[config.mk]
export PLATFORM = sky130hd
export DESIGN_NAME = irq_cause_mask_ctrl
export DESIGN_NICKNAME = d
export VERILOG_FILES = /design/src/rtl/irqc_pkg.sv /design/src/rtl/irqc_regs.sv /design/src/rtl/irqc_first_enc.sv /design/src/rtl/irqc_irq_out.sv /design/src/rtl/irq_cause_mask_ctrl.sv
export SDC_FILE = /design/constraint.sdc
export NUM_CORES = 1
export LEC_CHECK = 0
export CORE_MARGIN = 1
export CORE_UTILIZATION = 32
export DETAILED_ROUTE_END_ITERATION = 8
export GPL_ROUTABILITY_DRIVEN = 0
export MAX_ROUTING_LAYER = met4
export PLACE_DENSITY_LB_ADDON = 0.3
export SLEW_MARGIN = 20
export SYNTH_ARGS = -nofsm -noshare
export SYNTH_HDL_FRONTEND = slang
export SYNTH_HIERARCHICAL = 1
export SYNTH_SLANG_ARGS = --single-unit
[constraint.sdc]
create_clock -name clk -period 3.68 [get_ports clk]
set_input_delay 0.736 -clock clk [delete_from_list [all_inputs] [get_ports clk]]
set_output_delay 0.736 -clock clk [all_outputs]
set_load 0.005 [all_outputs]
[src/rtl/irqc_pkg.sv]
package irqc_pkg;

    localparam int DATA_W = 32;

    localparam int OFS_CAUSE = 'h0;
    localparam int OFS_MASK  = 'h4;
    localparam int OFS_FIRST = 'h8;

    // Flag bit in the helper register that reports "nothing pending".
    localparam int NONE_BIT = 31;

    typedef enum logic [1:0] {
        SEL_CAUSE,
        SEL_MASK,
        SEL_FIRST,
        SEL_NONE
    } reg_sel_e;

endpackage

[src/rtl/irqc_regs.sv]
module irqc_regs #(
    parameter int NSRC = 32
) (
    input  logic            clk,
    input  logic            rst_n,
    input  logic [NSRC-1:0] src_i,
    input  logic [NSRC-1:0] ack_i,
    input  logic            mask_we_i,
    input  logic [NSRC-1:0] mask_wdata_i,
    output logic [NSRC-1:0] cause_o,
    output logic [NSRC-1:0] mask_o,
    output logic [NSRC-1:0] pend_o
);

    typedef struct packed {
        logic [NSRC-1:0] cause;
        logic [NSRC-1:0] mask;
    } state_t;

    state_t st_d, st_q;

    always_comb begin
        st_d = st_q;
        // Acknowledge first, then the level set, so the set wins on a tie.
        st_d.cause = (st_q.cause & ~ack_i) | src_i;
        if (mask_we_i) begin
            st_d.mask = mask_wdata_i;
        end
    end

    always_ff @(posedge clk or negedge rst_n) begin
        if (!rst_n) begin
            st_q <= '0;
        end else begin
            st_q <= st_d;
        end
    end

    assign cause_o = st_q.cause;
    assign mask_o  = st_q.mask;
    assign pend_o  = st_q.cause & st_q.mask;

    p_reset_clear_r1: assert property (@(posedge clk)
        !rst_n |=> (st_q.cause == '0 && st_q.mask == '0));

    p_level_set_r3: assert property (@(posedge clk) disable iff (!rst_n)
        (src_i != '0) |=> ((st_q.cause & $past(src_i)) == $past(src_i)));

    p_ack_clear_r2: assert property (@(posedge clk) disable iff (!rst_n)
        ((ack_i & ~src_i) != '0) |=> ((st_q.cause & $past(ack_i & ~src_i)) == '0));

    p_no_spurious_r2: assert property (@(posedge clk) disable iff (!rst_n)
        (st_q.cause != '1) |=> ((st_q.cause & ~$past(st_q.cause) & ~$past(src_i)) == '0));

    p_mask_hold_r4: assert property (@(posedge clk) disable iff (!rst_n)
        !mask_we_i |=> $stable(st_q.mask));

endmodule

[src/rtl/irqc_first_enc.sv]
module irqc_first_enc #(
    parameter int NSRC  = 32,
    parameter int IDX_W = $clog2(NSRC)
) (
    input  logic [NSRC-1:0]  pend_i,
    output logic [IDX_W-1:0] idx_o,
    output logic             none_o
);

    // Scan from the top down so the lowest set bit is written last.
    always_comb begin
        idx_o = '0;
        for (int k = NSRC - 1; k >= 0; k--) begin
            if (pend_i[k]) begin
                idx_o = IDX_W'(k);
            end
        end
        none_o = (pend_i == '0);
    end

endmodule

[src/rtl/irqc_irq_out.sv]
module irqc_irq_out #(
    parameter int NSRC = 32
) (
    input  logic            clk,
    input  logic            rst_n,
    input  logic [NSRC-1:0] pend_i,
    output logic            irq_o
);

    typedef struct packed {
        logic irq;
    } state_t;

    state_t st_d, st_q;

    always_comb begin
        st_d     = st_q;
        st_d.irq = |pend_i;
    end

    always_ff @(posedge clk or negedge rst_n) begin
        if (!rst_n) begin
            st_q <= '0;
        end else begin
            st_q <= st_d;
        end
    end

    assign irq_o = st_q.irq;

endmodule

[src/rtl/irq_cause_mask_ctrl.sv]
module irq_cause_mask_ctrl #(
    parameter int NSRC   = 32,
    parameter int ADDR_W = 4
) (
    input  logic                       clk,
    input  logic                       rst_n,
    input  logic [NSRC-1:0]            src_i,
    input  logic                       bus_valid_i,
    input  logic                       bus_write_i,
    input  logic [ADDR_W-1:0]          bus_addr_i,
    input  logic [irqc_pkg::DATA_W-1:0] bus_wdata_i,
    output logic [irqc_pkg::DATA_W-1:0] bus_rdata_o,
    output logic                       irq_o
);
    import irqc_pkg::*;

    localparam int IDX_W = $clog2(NSRC);

    reg_sel_e          sel;
    logic              wr_en;
    logic              rd_en;
    logic [NSRC-1:0]   ack;
    logic              mask_we;
    logic [NSRC-1:0]   cause;
    logic [NSRC-1:0]   mask;
    logic [NSRC-1:0]   pend;
    logic [IDX_W-1:0]  first_idx;
    logic              first_none;
    logic [DATA_W-1:0] first_word;

    always_comb begin
        if (bus_addr_i == ADDR_W'(OFS_CAUSE)) begin
            sel = SEL_CAUSE;
        end else if (bus_addr_i == ADDR_W'(OFS_MASK)) begin
            sel = SEL_MASK;
        end else if (bus_addr_i == ADDR_W'(OFS_FIRST)) begin
            sel = SEL_FIRST;
        end else begin
            sel = SEL_NONE;
        end
    end

    assign wr_en   = bus_valid_i && bus_write_i;
    assign rd_en   = bus_valid_i && !bus_write_i;
    assign ack     = (wr_en && sel == SEL_CAUSE) ? bus_wdata_i[NSRC-1:0] : '0;
    assign mask_we = wr_en && (sel == SEL_MASK);

    irqc_regs #(.NSRC(NSRC)) u_regs (
        .clk          (clk),
        .rst_n        (rst_n),
        .src_i        (src_i),
        .ack_i        (ack),
        .mask_we_i    (mask_we),
        .mask_wdata_i (bus_wdata_i[NSRC-1:0]),
        .cause_o      (cause),
        .mask_o       (mask),
        .pend_o       (pend)
    );

    irqc_first_enc #(.NSRC(NSRC), .IDX_W(IDX_W)) u_enc (
        .pend_i (pend),
        .idx_o  (first_idx),
        .none_o (first_none)
    );

    irqc_irq_out #(.NSRC(NSRC)) u_out (
        .clk    (clk),
        .rst_n  (rst_n),
        .pend_i (pend),
        .irq_o  (irq_o)
    );

    always_comb begin
        first_word = '0;
        if (first_none) begin
            first_word[NONE_BIT] = 1'b1;
        end else begin
            first_word[IDX_W-1:0] = first_idx;
        end
    end

    always_comb begin
        bus_rdata_o = '0;
        if (rd_en) begin
            case (sel)
                SEL_CAUSE: bus_rdata_o = DATA_W'(cause);
                SEL_MASK:  bus_rdata_o = DATA_W'(mask);
                SEL_FIRST: bus_rdata_o = first_word;
                default:   bus_rdata_o = '0;
            endcase
        end
    end

    p_irq_lag_r5: assert property (@(posedge clk) disable iff (!rst_n)
        1'b1 |=> (irq_o == $past((cause & mask) != '0)));

    p_first_is_lowest_r6: assert property (@(posedge clk) disable iff (!rst_n)
        !first_none |-> (pend[first_idx] &&
                         ((pend & ((NSRC'(1) << first_idx) - NSRC'(1))) == '0)));

    p_none_means_empty_r6: assert property (@(posedge clk) disable iff (!rst_n)
        first_none |-> ((cause & mask) == '0));

    p_first_ro_r7: assert property (@(posedge clk) disable iff (!rst_n)
        (wr_en && sel != SEL_MASK) |=> $stable(mask));

endmodule

==> qor.csv <==
stage,metric,value,unit
synth,share of synthesized flip-flops with an asynchronous set or reset,1.000,
floorplan,floorplan die area,13120,um2
status,status,completed,
clock_tree,clock latency on the worst-skew pair,0.33,ns
worst_setup_path,Worst setup SP type,input port,
clock_tree,clock edge transition at the registers on the reported setup and hold paths,0.05,ns
floorplan,Top-Level Pins,105,
clock_tree,clock root buffer,sky130_fd_sc_hd__clkbuf_16,
route,Detailed Route WL,10360,um
worst_setup_path,largest fanout on the critical path,13,
global_route,met3 layer usage reported by global route,0.04606,
synth,"FF+latch count, synth",65,
global_route,largest net degree at the start of global routing,66,
worst_setup_path,arrival time at the worst endpoint,2.84,ns
clock_tree,deepest clock path buffer count,2,
floorplan,Die Ht,114.5,um
clock_tree,H-Tree Depth,3,
worst_setup_path,CP required,2.94,ns
global_route,met2 usage in global routing,0.2800,
clock_tree,clk sinks,65,
timing,setup violation total in the final timing report,0,
timing,share of the clock period used by the worst path,0.9729,
global_route,initial antenna violation count,0,
synth,number of synthesized flops with an enable pin,0,
clock_tree,total clock buffers created by CTS,9,
global_route,vias in the first global route,3370,
clock_tree,clock tree from TritonCTS,built,
power_and_ir_drop,cell area power density,416.9,nW/um2
floorplan,FP Rows,40,
synth,distinct cell type count of the synthesized netlist,46,
worst_setup_path,Critical Path End Type,output port,
route,wire length per cell after detailed routing,15.23,um
route,post-detailed-route DRC marker count,0,
route,routed via count,3204,
clock_tree,number of hold buffers added after CTS,0,
final_layout,antenna diode count,0,
final_layout,share of layout cells above drive strength 1,0.1523,
synth,dominant synthesized flop cell,sky130_fd_sc_hd__dfrtp_1,
timing,number of hold violations in the final report,0,
floorplan,die extent in x,114.5,um
final_layout,area delta synth->final,37.82,%
placement,DP Wirelength,7425,um
min_path,cell depth of the worst hold path,1,
route,initial DRC count,120,
global_route,global route hottest layer,met2,
timing,final clock skew,0.004489,ns
power_and_ir_drop,static leakage power,2.150,nW
timing,min setup slack post-route,0.09983,ns
synth,Yosys warning count,6,
synth,part of the Yosys area used for sequential elements,0.4014,
timing,normalized max-slew margin,0.4368,
route,Avg Vias per Cell,4.712,
timing,Slew @ Worst Pin,0.8448,ns
min_path,worst hold-check path type,reg -> reg,
floorplan,effective utilization at floorplan,0.3332,
global_route,GR Util met1,0.2027,
timing,fin crit period,3.580,ns
final_layout,Post-layout nets,579,
power_and_ir_drop,Worst IR Drop VDD,0.2742,mV
worst_setup_path,FF-to-FF path depth,4,
run,max cap viols,0,
worst_setup_path,kind of critical path,in -> out,
placement,Buffers on Ports,104,
synth,gate count after technology mapping,397,
floorplan,core outline area,12160,um2
global_route,first-pass GRT wire length,16460,um
timing,f_max,0.2793,GHz
timing,final max-slew violation count,0,
route,Detail Route Antenna Nets,0,
power_and_ir_drop,overall power,0.002329,W
global_route,global-route usage over all layers,0.1692,
synth,synthesized net count,469,
synth,area of the mapped netlist,4053,um2
global_route,remaining global-route overflow,0,
placement,pre-CTS setup slack,0.08724,ns
route,first drt pass iteration count,4,
timing,final setup TNS,0,ns
synth,Post-Synthesis Mean Instance Area,10.21,um2
==> stage by stage <==
| stage | std cells | util | cell area, um2 | hold WS [ns] |
|---|---|---|---|---|
| CTS | 680 | 0.4552 | 5537 | 0.4958 |
| global placement | 664 | 0.4298 | 5228 | 0.4760 |
| global route | 680 | 0.4593 | 5585 | 0.5183 |
| finish | 680 | 0.4593 | 5585 | 0.4914 |
| floorplan | 397 | - | 4053 | 0.4404 |
| detailed placement | 664 | 0.4298 | 5228 | 0.4838 |
==> area by class of cell <==
| class | instances | area (um2) |
|---|---|---|
| clock inverter | 2 | 35.03 |
| clock buffer | 14 | 274.0 |
| tap | 168 | 210.2 |
| multi-input combinational | 279 | 2182 |
| inverter | 39 | 146.4 |
| timing repair buffer | 113 | 1111 |
| sequential | 65 | 1627 |
| fill | 1162 | 6576 |
==> cell families after synthesis <==
logic type | synth area share
multiplexers | 0.1865
AND/OR/NAND/NOR | 0.2235
AO/OA/AOI/OAI | 0.1161
buffers and inverters | 0.07255
flip-flops | 0.4014
==> worst max-delay path, cell delays in order <==
cell                              delay, ns
sky130_fd_sc_hd__clkdlybuf4s50_1       0.48
sky130_fd_sc_hd__or3b_4                0.41
sky130_fd_sc_hd__or3_1                 0.36
sky130_fd_sc_hd__buf_4                 0.21
sky130_fd_sc_hd__nor2_1                0.14
sky130_fd_sc_hd__clkdlybuf4s50_1       0.51
==> sequential cells by signal (all words and copies together), names as in the netlist <==
signal / flops
u_regs/cause_o: 32
u_out/irq_o: 1
u_regs/mask_o: 32
==> layout by cell type, fill, tap and decap left out, drive strengths merged <==
cell type,instances
nand4,2
or3b,4
a21boi,1
o31ai,4
a21o,33
o21a,1
nor4b,1
nor2b,4
nand2,6
a31oi,1
buf,11
or2,1
inv,39
bufinv,1
a2111oi,2
dfrtp,65
a21oi,12
nor4,17
nand3,3
nor3b,1
clkbuf,14
clkdlybuf4s50,102
a211oi,1
o2111ai,1
and2,65
clkinv,1
mux2i,26
or3,1
a32oi,3
o21ai,3
a211o,1
nor2,36
and4,1
a221oi,1
or4,4
nor3,8
a222oi,1
mux2,34
==> cells in the mapped netlist (2+ instances only) <==
cell / number / area (um2)
sky130_fd_sc_hd__nor2b_1: 4 / 25.02
sky130_fd_sc_hd__nor4_1: 16 / 100.1
sky130_fd_sc_hd__mux2_2: 4 / 45.04
sky130_fd_sc_hd__buf_8: 2 / 30.03
sky130_fd_sc_hd__nand3_1: 3 / 15.01
sky130_fd_sc_hd__buf_6: 2 / 22.52
sky130_fd_sc_hd__mux2_4: 30 / 450.4
sky130_fd_sc_hd__buf_2: 4 / 20.02
sky130_fd_sc_hd__o21ai_0: 2 / 10.01
sky130_fd_sc_hd__mux2i_1: 26 / 260.3
sky130_fd_sc_hd__nand4_1: 2 / 12.51
sky130_fd_sc_hd__nor2_1: 35 / 131.4
sky130_fd_sc_hd__o31ai_1: 4 / 30.03
sky130_fd_sc_hd__a21o_1: 33 / 247.7
sky130_fd_sc_hd__buf_12: 3 / 60.06
sky130_fd_sc_hd__a2111oi_0: 2 / 17.52
sky130_fd_sc_hd__clkbuf_2: 3 / 15.01
sky130_fd_sc_hd__nand2_1: 6 / 22.52
sky130_fd_sc_hd__a21oi_1: 11 / 55.05
sky130_fd_sc_hd__and2_1: 65 / 406.6
sky130_fd_sc_hd__a32oi_1: 3 / 26.28
sky130_fd_sc_hd__nor3_1: 7 / 35.03
sky130_fd_sc_hd__or3b_2: 3 / 26.28
sky130_fd_sc_hd__dfrtp_1: 65 / 1627
sky130_fd_sc_hd__or4_1: 3 / 22.52
sky130_fd_sc_hd__inv_1: 39 / 146.4
==> final timing paths <==
check	end	slack, ns	start
worst min register to register	u_regs/cause_o[28]	0.49	u_regs/cause_o[28]
max in group asynchronous	u_regs/mask_o[7]	2.53	rst_n
worst max register to register	u_out/irq_o	2.21	u_regs/cause_o[5]
min in group asynchronous	u_regs/cause_o[27]	0.59	rst_n
worst min-delay path	u_regs/cause_o[28]	0.49	u_regs/cause_o[28]
worst max-delay path	bus_rdata_o[6]	0.1	bus_valid_i
==> metal layers <==
layer / wire length, um / vias to the layer above
met4: 112 / 0
met1: 4741 / 1520
met5: 0 / -
met2: 5035 / 81
met3: 468 / 15
li1: - / 1588
==> report_power, final <==
part	switching [W]	internal, W
Combinational	0.000291	0.000323
Sequential	0.0000519	0.000788
Clock	0.000296	0.000579
Total	0.000639	0.00169
==> what timing repair did <==
item                                    CTS  global route
setup buffers                             0             0
resized for setup                         0             7
endpoints found under the setup margin    0             4
Power figures use the tool's default switching activity.
